**src/rtl/sc_pkg.sv**
```systemverilog
`timescale 1ns/1ps
package sc_pkg;

  typedef enum logic [2:0] {
    ALU_AND = 3'b000,
    ALU_OR  = 3'b001,
    ALU_ADD = 3'b010,
    ALU_SUB = 3'b110,
    ALU_SLT = 3'b111
  } alu_op_e;

  localparam logic [5:0] OPC_REG   = 6'b000000;
  localparam logic [5:0] OPC_LOAD  = 6'b100011;
  localparam logic [5:0] OPC_STORE = 6'b101011;
  localparam logic [5:0] OPC_BREQ  = 6'b000100;

  localparam logic [5:0] FN_ADD = 6'b100000;
  localparam logic [5:0] FN_SUB = 6'b100010;
  localparam logic [5:0] FN_AND = 6'b100100;
  localparam logic [5:0] FN_OR  = 6'b100101;
  localparam logic [5:0] FN_SLT = 6'b101010;

  typedef struct packed {
    logic    wr_sel_rd;   // 1: destination is rd, 0: rt
    logic    reg_wr;
    logic    opb_imm;     // 1: second ALU operand is the immediate
    logic    mem_wr;
    logic    mem_rd;
    logic    wb_from_mem; // 1: writeback takes the load data
    logic    is_branch;
    alu_op_e alu_op;
  } ctrl_t;

endpackage

```
**src/rtl/sc_decoder.sv**
```systemverilog
`timescale 1ns/1ps
module sc_decoder
  import sc_pkg::*;
(
  input  logic [5:0] opcode,
  input  logic [5:0] func,
  output ctrl_t      ctrl
);

  always_comb begin
    ctrl = '{wr_sel_rd: 1'b0, reg_wr: 1'b0, opb_imm: 1'b0, mem_wr: 1'b0,
             mem_rd: 1'b0, wb_from_mem: 1'b0, is_branch: 1'b0, alu_op: ALU_ADD};
    unique case (opcode)
      OPC_REG: begin
        ctrl.wr_sel_rd = 1'b1;
        ctrl.reg_wr    = 1'b1;
        case (func)
          FN_ADD:  ctrl.alu_op = ALU_ADD;
          FN_SUB:  ctrl.alu_op = ALU_SUB;
          FN_AND:  ctrl.alu_op = ALU_AND;
          FN_OR:   ctrl.alu_op = ALU_OR;
          FN_SLT:  ctrl.alu_op = ALU_SLT;
          default: ctrl.reg_wr = 1'b0; // unknown func: no-op
        endcase
      end
      OPC_LOAD: begin
        ctrl.reg_wr      = 1'b1;
        ctrl.opb_imm     = 1'b1;
        ctrl.mem_rd      = 1'b1;
        ctrl.wb_from_mem = 1'b1;
      end
      OPC_STORE: begin
        ctrl.opb_imm = 1'b1;
        ctrl.mem_wr  = 1'b1;
      end
      OPC_BREQ: begin
        ctrl.is_branch = 1'b1;
        ctrl.alu_op    = ALU_SUB;
      end
      default: ;
    endcase
  end

endmodule

```
**src/rtl/sc_regfile.sv**
```systemverilog
`timescale 1ns/1ps
module sc_regfile #(
  parameter int XLEN  = 32,
  parameter int NREGS = 32
) (
  input  logic                     clk,
  input  logic                     rst,
  input  logic [$clog2(NREGS)-1:0] ra1,
  input  logic [$clog2(NREGS)-1:0] ra2,
  output logic [XLEN-1:0]          rd1,
  output logic [XLEN-1:0]          rd2,
  input  logic                     we,
  input  logic [$clog2(NREGS)-1:0] wa,
  input  logic [XLEN-1:0]          wd
);
  localparam int AW = $clog2(NREGS);

  logic [XLEN-1:0] regs [NREGS];

  for (genvar g = 0; g < NREGS; g++) begin : g_reg
    if (g == 0) begin : g_zero
      assign regs[g] = '0;
    end else begin : g_store
      logic [XLEN-1:0] q;
      always_ff @(posedge clk) begin
        if (rst)                         q <= '0;
        else if (we && wa == AW'(g))     q <= wd;
      end
      assign regs[g] = q;
    end
  end

  assign rd1 = regs[ra1];
  assign rd2 = regs[ra2];

  // A write to a nonzero register is visible on the next cycle
  p_write_lands_r4: assert property (@(posedge clk) disable iff (rst)
    (we && wa != '0) |=> regs[$past(wa)] == $past(wd));

  // Register 0 stays zero even after a write aimed at it
  p_zero_holds_r7: assert property (@(posedge clk) disable iff (rst)
    (we && wa == '0) |=> regs[0] == '0);

endmodule

```
**src/rtl/sc_alu.sv**
```systemverilog
`timescale 1ns/1ps
module sc_alu
  import sc_pkg::*;
#(
  parameter int XLEN = 32
) (
  input  logic [XLEN-1:0] a,
  input  logic [XLEN-1:0] b,
  input  alu_op_e         op,
  output logic [XLEN-1:0] y,
  output logic            zero
);

  logic [XLEN-1:0] diff;
  assign diff = a - b;

  always_comb begin
    unique case (op)
      ALU_AND: y = a & b;
      ALU_OR:  y = a | b;
      ALU_ADD: y = a + b;
      ALU_SUB: y = diff;
      ALU_SLT: y = {{(XLEN-1){1'b0}}, ($signed(a) < $signed(b))};
      default: y = a + b;
    endcase
  end

  assign zero = (y == '0);

endmodule

```
**src/rtl/sc_core.sv**
```systemverilog
`timescale 1ns/1ps
module sc_core
  import sc_pkg::*;
#(
  parameter int XLEN  = 32,
  parameter int NREGS = 32
) (
  input  logic            clk,
  input  logic            rst,
  output logic [XLEN-1:0] imem_addr,
  input  logic [31:0]     imem_data,
  output logic [XLEN-1:0] dmem_addr,
  output logic            dmem_re,
  input  logic [XLEN-1:0] dmem_rdata,
  output logic            dmem_we,
  output logic [XLEN-1:0] dmem_wdata
);
  localparam int AW  = $clog2(NREGS);
  localparam int IMM = 16;

  logic [XLEN-1:0] pc_q, pc_next, pc_plus4, br_target, imm_ext;
  logic [5:0]      f_op, f_fn;
  logic [4:0]      f_rs, f_rt, f_rd;
  logic [IMM-1:0]  f_imm;
  ctrl_t           ctrl;
  logic [AW-1:0]   wr_reg;
  logic [XLEN-1:0] rs_val, rt_val, opb, alu_y, wb_val;
  logic            alu_zero, pc_src, rf_we;

  assign f_op  = imem_data[31:26];
  assign f_rs  = imem_data[25:21];
  assign f_rt  = imem_data[20:16];
  assign f_rd  = imem_data[15:11];
  assign f_fn  = imem_data[5:0];
  assign f_imm = imem_data[15:0];

  sc_decoder u_dec (
    .opcode (f_op),
    .func   (f_fn),
    .ctrl   (ctrl)
  );

  assign imm_ext = {{(XLEN-IMM){f_imm[IMM-1]}}, f_imm};
  assign wr_reg  = ctrl.wr_sel_rd ? f_rd[AW-1:0] : f_rt[AW-1:0];
  assign rf_we   = ctrl.reg_wr & ~rst;

  sc_regfile #(.XLEN(XLEN), .NREGS(NREGS)) u_rf (
    .clk (clk),
    .rst (rst),
    .ra1 (f_rs[AW-1:0]),
    .ra2 (f_rt[AW-1:0]),
    .rd1 (rs_val),
    .rd2 (rt_val),
    .we  (rf_we),
    .wa  (wr_reg),
    .wd  (wb_val)
  );

  assign opb = ctrl.opb_imm ? imm_ext : rt_val;

  sc_alu #(.XLEN(XLEN)) u_alu (
    .a    (rs_val),
    .b    (opb),
    .op   (ctrl.alu_op),
    .y    (alu_y),
    .zero (alu_zero)
  );

  assign wb_val = ctrl.wb_from_mem ? dmem_rdata : alu_y;

  // next PC: sequential adder and a separate branch-target adder
  assign pc_plus4  = pc_q + XLEN'(4);
  assign br_target = pc_plus4 + (imm_ext << 2);
  assign pc_src    = ctrl.is_branch & alu_zero;
  assign pc_next   = pc_src ? br_target : pc_plus4;

  always_ff @(posedge clk) begin
    if (rst) pc_q <= '0;
    else     pc_q <= pc_next;
  end

  assign imem_addr  = pc_q;
  assign dmem_addr  = alu_y;
  assign dmem_wdata = rt_val;
  assign dmem_we    = ctrl.mem_wr & ~rst;
  assign dmem_re    = ctrl.mem_rd;

  // independent recognition of legal encodings for the checks below
  logic legal_ins;
  always_comb begin
    legal_ins = (f_op == OPC_LOAD) || (f_op == OPC_STORE) || (f_op == OPC_BREQ);
    if (f_op == OPC_REG)
      legal_ins = (f_fn == FN_ADD) || (f_fn == FN_SUB) || (f_fn == FN_AND) ||
                  (f_fn == FN_OR)  || (f_fn == FN_SLT);
  end

  p_reset_pc_r1: assert property (@(posedge clk)
    rst |=> pc_q == '0);

  p_reset_nostore_r1: assert property (@(posedge clk)
    rst |-> !dmem_we && !rf_we);

  p_step_pc_r2: assert property (@(posedge clk) disable iff (rst)
    !pc_src |=> pc_q == $past(pc_q) + XLEN'(4));

  p_branch_pc_r3: assert property (@(posedge clk) disable iff (rst)
    pc_src |=> pc_q == $past(pc_q) + XLEN'(4) + ($past(imm_ext) << 2));

  p_branch_eq_r3: assert property (@(posedge clk) disable iff (rst)
    (f_op == OPC_BREQ) |-> (pc_src == (rs_val == rt_val)));

  p_mem_excl_r6: assert property (@(posedge clk) disable iff (rst)
    !(dmem_we && dmem_re));

  p_zero_src_r7: assert property (@(posedge clk) disable iff (rst)
    (f_rs == 5'd0) |-> rs_val == '0);

  p_unknown_quiet_r8: assert property (@(posedge clk) disable iff (rst)
    !legal_ins |-> !dmem_we && !rf_we);

  p_branch_nomem_r9: assert property (@(posedge clk) disable iff (rst)
    (f_op == OPC_BREQ) |-> !dmem_we && !dmem_re && !rf_we);

endmodule

```
**config.mk**
```make
export PLATFORM = sky130hd
export DESIGN_NAME = sc_core
export DESIGN_NICKNAME = d
export VERILOG_FILES = /design/src/rtl/sc_pkg.sv /design/src/rtl/sc_decoder.sv /design/src/rtl/sc_regfile.sv /design/src/rtl/sc_alu.sv /design/src/rtl/sc_core.sv
export SDC_FILE = /design/constraint.sdc
export NUM_CORES = 2
export LEC_CHECK = 0
export ABC_AREA = 1
export BUFFER_PORTS_ARGS = -buffer_cell sky130_fd_sc_hd__buf_4
export CAP_MARGIN = 20
export CORE_MARGIN = 3
export CORE_UTILIZATION = 25
export CTS_CLUSTER_SIZE = 16
export DETAILED_ROUTE_END_ITERATION = 10
export PLACE_DENSITY_LB_ADDON = 0.2
export SYNTH_ARGS = -nofsm -noshare
export SYNTH_HDL_FRONTEND = slang
export SYNTH_HIERARCHICAL = 1
export SYNTH_SLANG_ARGS = --single-unit
```
**constraint.sdc**
```tcl
create_clock -name clk -period 6.3 [get_ports clk]
set_clock_uncertainty 0.15 [all_clocks]
set_input_delay 1.575 -clock clk [delete_from_list [all_inputs] [get_ports clk]]
set_output_delay 1.575 -clock clk [all_outputs]
set_load 0.01 [all_outputs]
```
Word-level counts from Yosys, hierarchy flattened
Cells that the tools add are included.
{"block": "totals", "ff_bits": 1024, "in_bits": 66, "elab_cells": 145}
{"block": "classes", "addsub": 4, "n_lt_le_gt_ge": 3, "eq_ne": 42, "muxes": 20, "bitwise_logic": 8, "reduce_logical": 36}
{"op": "32-bit binary-select mux with 5-bit select", "count": 2}
{"op": "32-bit two-way mux", "count": 7}
{"op": "32-bit one-hot mux with 4 select lines", "count": 1}
{"op": "5-bit equality test, second input constant", "count": 16}
{"op": "32-bit adder", "count": 2}
{"op": "6-bit equality test, second input constant", "count": 7}
{"op": "5-bit by 4-bit equality test with 1-bit output, second input constant", "count": 8}
{"op": "32-bit by 3-bit adder with 32-bit output, second input constant", "count": 1}
{"op": "32-bit bitwise AND", "count": 1}
{"op": "32-bit zero test", "count": 1}
{"op": "32-bit less-than comparator", "count": 1}
{"op": "32-bit bitwise OR", "count": 1}
{"op": "32-bit subtractor", "count": 1}
{"op": "1-bit logical AND", "count": 31}
{"op": "5-bit by 3-bit equality test with 1-bit output, second input constant", "count": 4}
{"op": "6-bit greater-or-equal comparator, second input constant", "count": 2}
{"op": "5-bit NOT with 6-bit output", "count": 2}
{"op": "3-bit one-hot mux with 4 select lines", "count": 1}
{"op": "5-bit by 2-bit equality test with 1-bit output, second input constant", "count": 2}
{"op": "3-bit equality test, second input constant", "count": 2}
{"op": "6-bit by 3-bit equality test with 1-bit output, second input constant", "count": 1}
{"op": "6-bit zero test", "count": 1}
{"op": "3-bit one-hot mux with 2 select lines", "count": 1}
{"op": "5-bit by 1-bit equality test with 1-bit output, second input constant", "count": 1}
{"op": "other kinds (10)", "count": 16}

Longest topological paths before layout
{"block": "logic_depth", "ltp_word": 10, "mapped_depth": 42, "ltp_nobuf": 36}

Hierarchy
Netlist, hierarchy kept.
{"mod": "sc_regfile", "n_inst": 1, "cells_per_inst": 9185, "area_each_um2": 55690.9, "seq_area_each_um2": 19859.0}
{"mod": "sc_alu", "n_inst": 1, "cells_per_inst": 1344, "area_each_um2": 6688.9, "seq_area_each_um2": 0.0}
{"mod": "sc_core", "n_inst": 1, "cells_per_inst": 737, "area_each_um2": 4596.9, "seq_area_each_um2": 600.6}
{"mod": "sc_decoder", "n_inst": 1, "cells_per_inst": 44, "area_each_um2": 212.7, "seq_area_each_um2": 0.0}

Least setup slack after synthesis
OpenSTA, ideal clock, no wires.
{"block": "synth_timing", "kind": "input to output", "start": "input port imem_data[16]", "end": "output port dmem_addr[28]", "arrival_time_ps": 4628, "t_required_ps": 4575, "setup_slack_ps": -53, "stages": 27, "path_buffers": 4, "path_cell_list": "buf_2 inv_1 buf_2 buf_2 buf_2 nand2_1 nand3_1 nand3_1 nand3_1 nand2_1 nand2_1 nand2_1 mux2_2 ha_1 fa_1 nand3_1 nand2_1 nand2_1 nand2_1 nand2_1 nand2_1 nand2_1 nand2_1 nand2_1 a21oi_1 nor2_1 inv_1"}
{"block": "synth_via", "elab_chain_len": 7}
{"element": "start: declaration", "line": "sc_core.sv:11", "rtl": "input logic [31:0] imem_data,"}
{"element": "5-bit NOT with 6-bit output (implied by the code) (*)", "line": "sc_regfile.sv:34", "rtl": "assign rd2 = regs[ra2];"}
{"element": "32-bit binary-select mux with 5-bit select (*)", "line": "sc_regfile.sv:34"}
{"element": "32-bit two-way mux (implied by the code) (*) (2 in series)", "line": "sc_regfile.sv:34"}
{"element": "net dmem_wdata[0]", "line": "sc_core.sv:16", "rtl": "output logic [XLEN-1:0] dmem_wdata"}
{"element": "32-bit two-way mux (*)", "line": "sc_core.sv:59", "rtl": "assign opb = ctrl.opb_imm ? imm_ext : rt_val;"}
{"element": "net opb[0]", "line": "sc_core.sv:27", "rtl": "logic [XLEN-1:0] rs_val, rt_val, opb, alu_y, wb_val;"}
{"element": "32-bit adder or 32-bit subtractor (tied branches)", "line": "sc_alu.sv:21, sc_alu.sv:24, sc_alu.sv:15"}
{"element": "32-bit one-hot mux with 4 select lines (*)", "line": "sc_alu.sv:18", "rtl": "unique case (op)"}
{"element": "end: declaration", "line": "sc_core.sv:12", "rtl": "output logic [XLEN-1:0] dmem_addr,"}
The timed path passes the listed nets; every way through them passes the cells marked *. The select of a mux whose other input is x is not followed.

Worst setup path in the final report
{"block": "layout_timing", "start": "input port imem_data[16]", "end": "output port dmem_addr[24]"}
{"block": "layout_via", "elab_chain_len": 7}
{"element": "5-bit NOT with 6-bit output (implied by the code) (*)", "line": "sc_regfile.sv:34"}
{"element": "32-bit binary-select mux with 5-bit select (*)", "line": "sc_regfile.sv:34"}
{"element": "32-bit two-way mux (implied by the code) (*) (2 in series)", "line": "sc_regfile.sv:34"}
{"element": "32-bit two-way mux (*)", "line": "sc_core.sv:59"}
{"element": "net opb[0]", "line": "sc_core.sv:27"}
{"element": "32-bit adder or 32-bit subtractor (tied branches)", "line": "sc_alu.sv:21, sc_alu.sv:24, sc_alu.sv:15"}
{"element": "32-bit one-hot mux with 4 select lines (*)", "line": "sc_alu.sv:18"}
Marked as above.

==> results.yml <==
clock_network:
  cts_hold_buffers: 0
  root_buffer: "clkbuf_16"
  clkTransAtPathRegs_ns: 0.06
  cts_sinks: 1022
  cts_tree: "done"
  htree_levels: 4
  clock_latency_ns: 0.85
  clockBufferDepth: 3
  cts_made_buffers: 134
die:
  die-area_sq_mm: 0.275
  pin_count: 164
  die_w_microns: 524
  die_h_microns: 524
  start_util_pct: 25.2
  rows: 189
  core_sq_mm: 0.266
route:
  route.detailed.drc: 0
  dr.pass1.iters: 8
  antenna_left: 0
  vias: 82300
  wirelength_microns: 372000
  wire_per_inst_microns: 24.2
  drtIter0Drc: 9488
  vias_per_cell: 5.35
flow_run:
  maxCapViolations: 0
synth:
  synth-edff-count: 0
  synth_cell_types: 53
  syn_area_per_cell_sq_um: 5.94
  yosysTopAreaCell: "dfxtp_1"
  synth-simple-area-share_pct: 45.8
  ys_warn_count: 6
  synth_area_leaders: "dfxtp_1, nand2_1, nand3_1"
  synth-adder-area-share_pct: 2.57
  netlist_area_sq_mm: 0.0672
  async_flop_share_pct: 0
  synth-compound-area-share_pct: 10.2
  synth_cells: 11300
  muxShareOfSynthArea_pct: 0.855
  synth_top_family_by_area: "simple AND/OR/NAND/NOR gates"
  synth_xor_xnor_area_share_pct: 0.480
  synth_top_area_share_pct: 30.5
  ys_seq_elements: 1022
  synthFlopType: "dfxtp_1"
  yosysSeqAreaShare_pct: 30.5
placed_design:
  finalWeightedCongestion: 0.935
  portBuffers: 161
  dp_cells: 15000
  hpwl_microns: 239000
  placed_area_sq_mm: 0.0788
worst_setup_path:
  crit_path_frequent_cell: "nand2_2"
  cp-end-kind: "output pin"
  cp_max_fo: 6
  max_stage_delay_ns: 0.41
  worstPathRequired_ns: 4.58
  crit_slowest_cell: "fa_2"
  cp-start-kind: "primary input"
  worstSetupPathType: "in2out"
  arrival_ns: 5.11
sta:
  fmax_mhz: 146
  final_hold_viol_count: 0
  drv_slew: 0
  fin_crit_sh_pct: 109
  finalSetupViolations: 56
  period_minus_slack_ns: 6.84
  fin_ws_ns: -0.539
  slew_headroom_pct: 7.74
  rsz0062_at_grt: "yes"
  worstMarginPinSlew_ns: 1.38
power:
  p_per_area_mw_per_mm2: 233
  p_sw_mw: 7.35
  intPower_mw: 13.5
  p_leak_nw: 36.3
  swShare_pct: 35.2
  p_seq_share_pct: 31.0
  power_frac_clock_pct: 39.9
  pwr-share-comb_pct: 29.1
  peakVddDrop_mv: 0.241
final_layout:
  seq_area_sq_mm: 0.0205
  multiInputGateArea_sq_mm: 0.0436
  area_growth_pct: 33.3
  fillCellCount: 28700
  stdcell_count: 15400
  nets: 12000
  final_cell_area_sq_mm: 0.0896
  drive_above_1_share_pct: 20.3
run_status:
  run_status: "finished with violations"
  violations: "setup timing"
global_route:
  grt_pass1_wl_microns: 533000
  gr-usage-all-layers_pct: 25.6
  antenna_found_initial: 12
  grt_max_degree: 174
  grt_pass1_vias: 77000
  grt_overflow: 0
hold_path:
  min_path_type: "reg2reg"
-- cells by family after synthesis --
kind of cell             after synthesis
AND/OR/NAND/NOR                     7199
buffers and inverters               1621
AO/OA/AOI/OAI                       1244
flip-flops                          1022
adder cells (fa/ha/maj)              136
multiplexers                          51
XOR/XNOR                              36
other                                  1
-- Yosys cell counts (51+ instances only) --
cell type	number
clkbuf_1	659
buf_1	90
mux2_2	51
a21oi_1	917
ha_1	133
nand4_1	154
buf_2	179
nand2_1	4211
inv_1	625
a211oi_1	192
o21ai_0	73
nand3_1	2306
nor2_1	395
dfxtp_1	1022
-- through the flow --
step | total power, mW | TNS (ns) | hold WS [ns] | setup WS [ns] | utilization (%)
final | 20.8 | -12.54 | 0.325 | -0.539 | 33.6
after global routing | 21.5 | -22.72 | 0.343 | -0.642 | 33.6
after CTS | 20.5 | -10.63 | 0.325 | -0.475 | 32.7
after detailed placement | 11.6 | -183.78 | 0.316 | -1.23 | 29.6
after global placement | 11.6 | -176.71 | 0.313 | -1.21 | 29.6
after floorplan | 8.89 | 0 | 0.303 | 0.0156 | -
-- power groups by stage --
stage	clock [mW]	combinational (mW)	sequential (mW)
finish	8.32	6.06	6.47
global route	8.70	6.32	6.47
CTS	8.47	5.60	6.47
detailed placement	0	5.01	6.61
global placement	0	5.03	6.61
floorplan	0	2.28	6.61
-- layer usage --
layer / share of wire [%] / track usage [%]
met1: 43 / 34.4
met2: 44 / 40.3
met3: 9.0 / 4.51
met4: 4.1 / 10.0
met5: 0.0035 / 0
-- area by class of cell --
cell class | instances | share of cell area, %
Timing Repair Buffer | 1285 | 15.4
Clock inverter | 47 | 0.987
Sequential cell | 1022 | 22.8
Multi-Input combinational cell | 8668 | 48.7
Clock buffer | 189 | 4.26
Tap cell | 3533 | 4.93
Inverter | 647 | 2.87
Antenna cell | 4 | 0.0112
-- cells in the final DEF, fill, tap and decap left out, types with 28 or more instances in the layout --
cell,synthesis,final
nand4_1,154,154
nor2_2,28,50
inv_2,20,75
o21ai_2,0,28
nand2_4,2,81
a211oi_1,192,192
buf_6,6,78
inv_1,625,538
ha_4,0,35
buf_4,38,927
nor2_4,14,60
a21oi_2,9,41
nand2_1,4211,3875
dfxtp_1,1022,1022
o21ai_0,73,32
buf_16,0,37
nor2_1,395,327
mux2_2,51,38
a21oi_1,917,873
clkbuf_16,0,147
ha_1,133,86
nand3_1,2306,2186
buf_12,0,205
clkbuf_1,659,29
nand3_2,2,108
nand2_2,23,278
-- sequential cells by signal, indices dropped and copies added, names as in the netlist --
name and cells:
imem_addr 30, u_rf/g.g_store.q 992
-- path summary, 6_finish.rpt --
kind / from / endpoint / slack (ns) / cells after the start
worst max-delay path: imem_data[16] / dmem_addr[24] / -0.54 / 27
worst min-delay path: u_rf/g_reg[12].g_store.q[31] / u_rf/g_reg[12].g_store.q[31] / 0.33 / 2
worst max register to register: u_rf/g_reg[20].g_store.q[13] / imem_addr[10] / 0.90 / 41
worst min register to register: u_rf/g_reg[12].g_store.q[31] / u_rf/g_reg[12].g_store.q[31] / 0.33 / 2
-- what timing repair did --
item                       in CTS  in global routing
setup endpoints to repair      62                 62
resized for setup             638                507
pin swaps                     148                196
gates cloned                   23                 13
setup buffers                  91                 57
-- worst max-delay path, delay by kind of cell --
kind	cells	cell delay [ns]
buffers and inverters	8	1.09
AND/OR/NAND/NOR	15	1.30
multiplexers	1	0.33
AO/OA/AOI/OAI	1	0.20
adder cells (fa/ha/maj)	2	0.59
(Power assumes the default switching activity.)
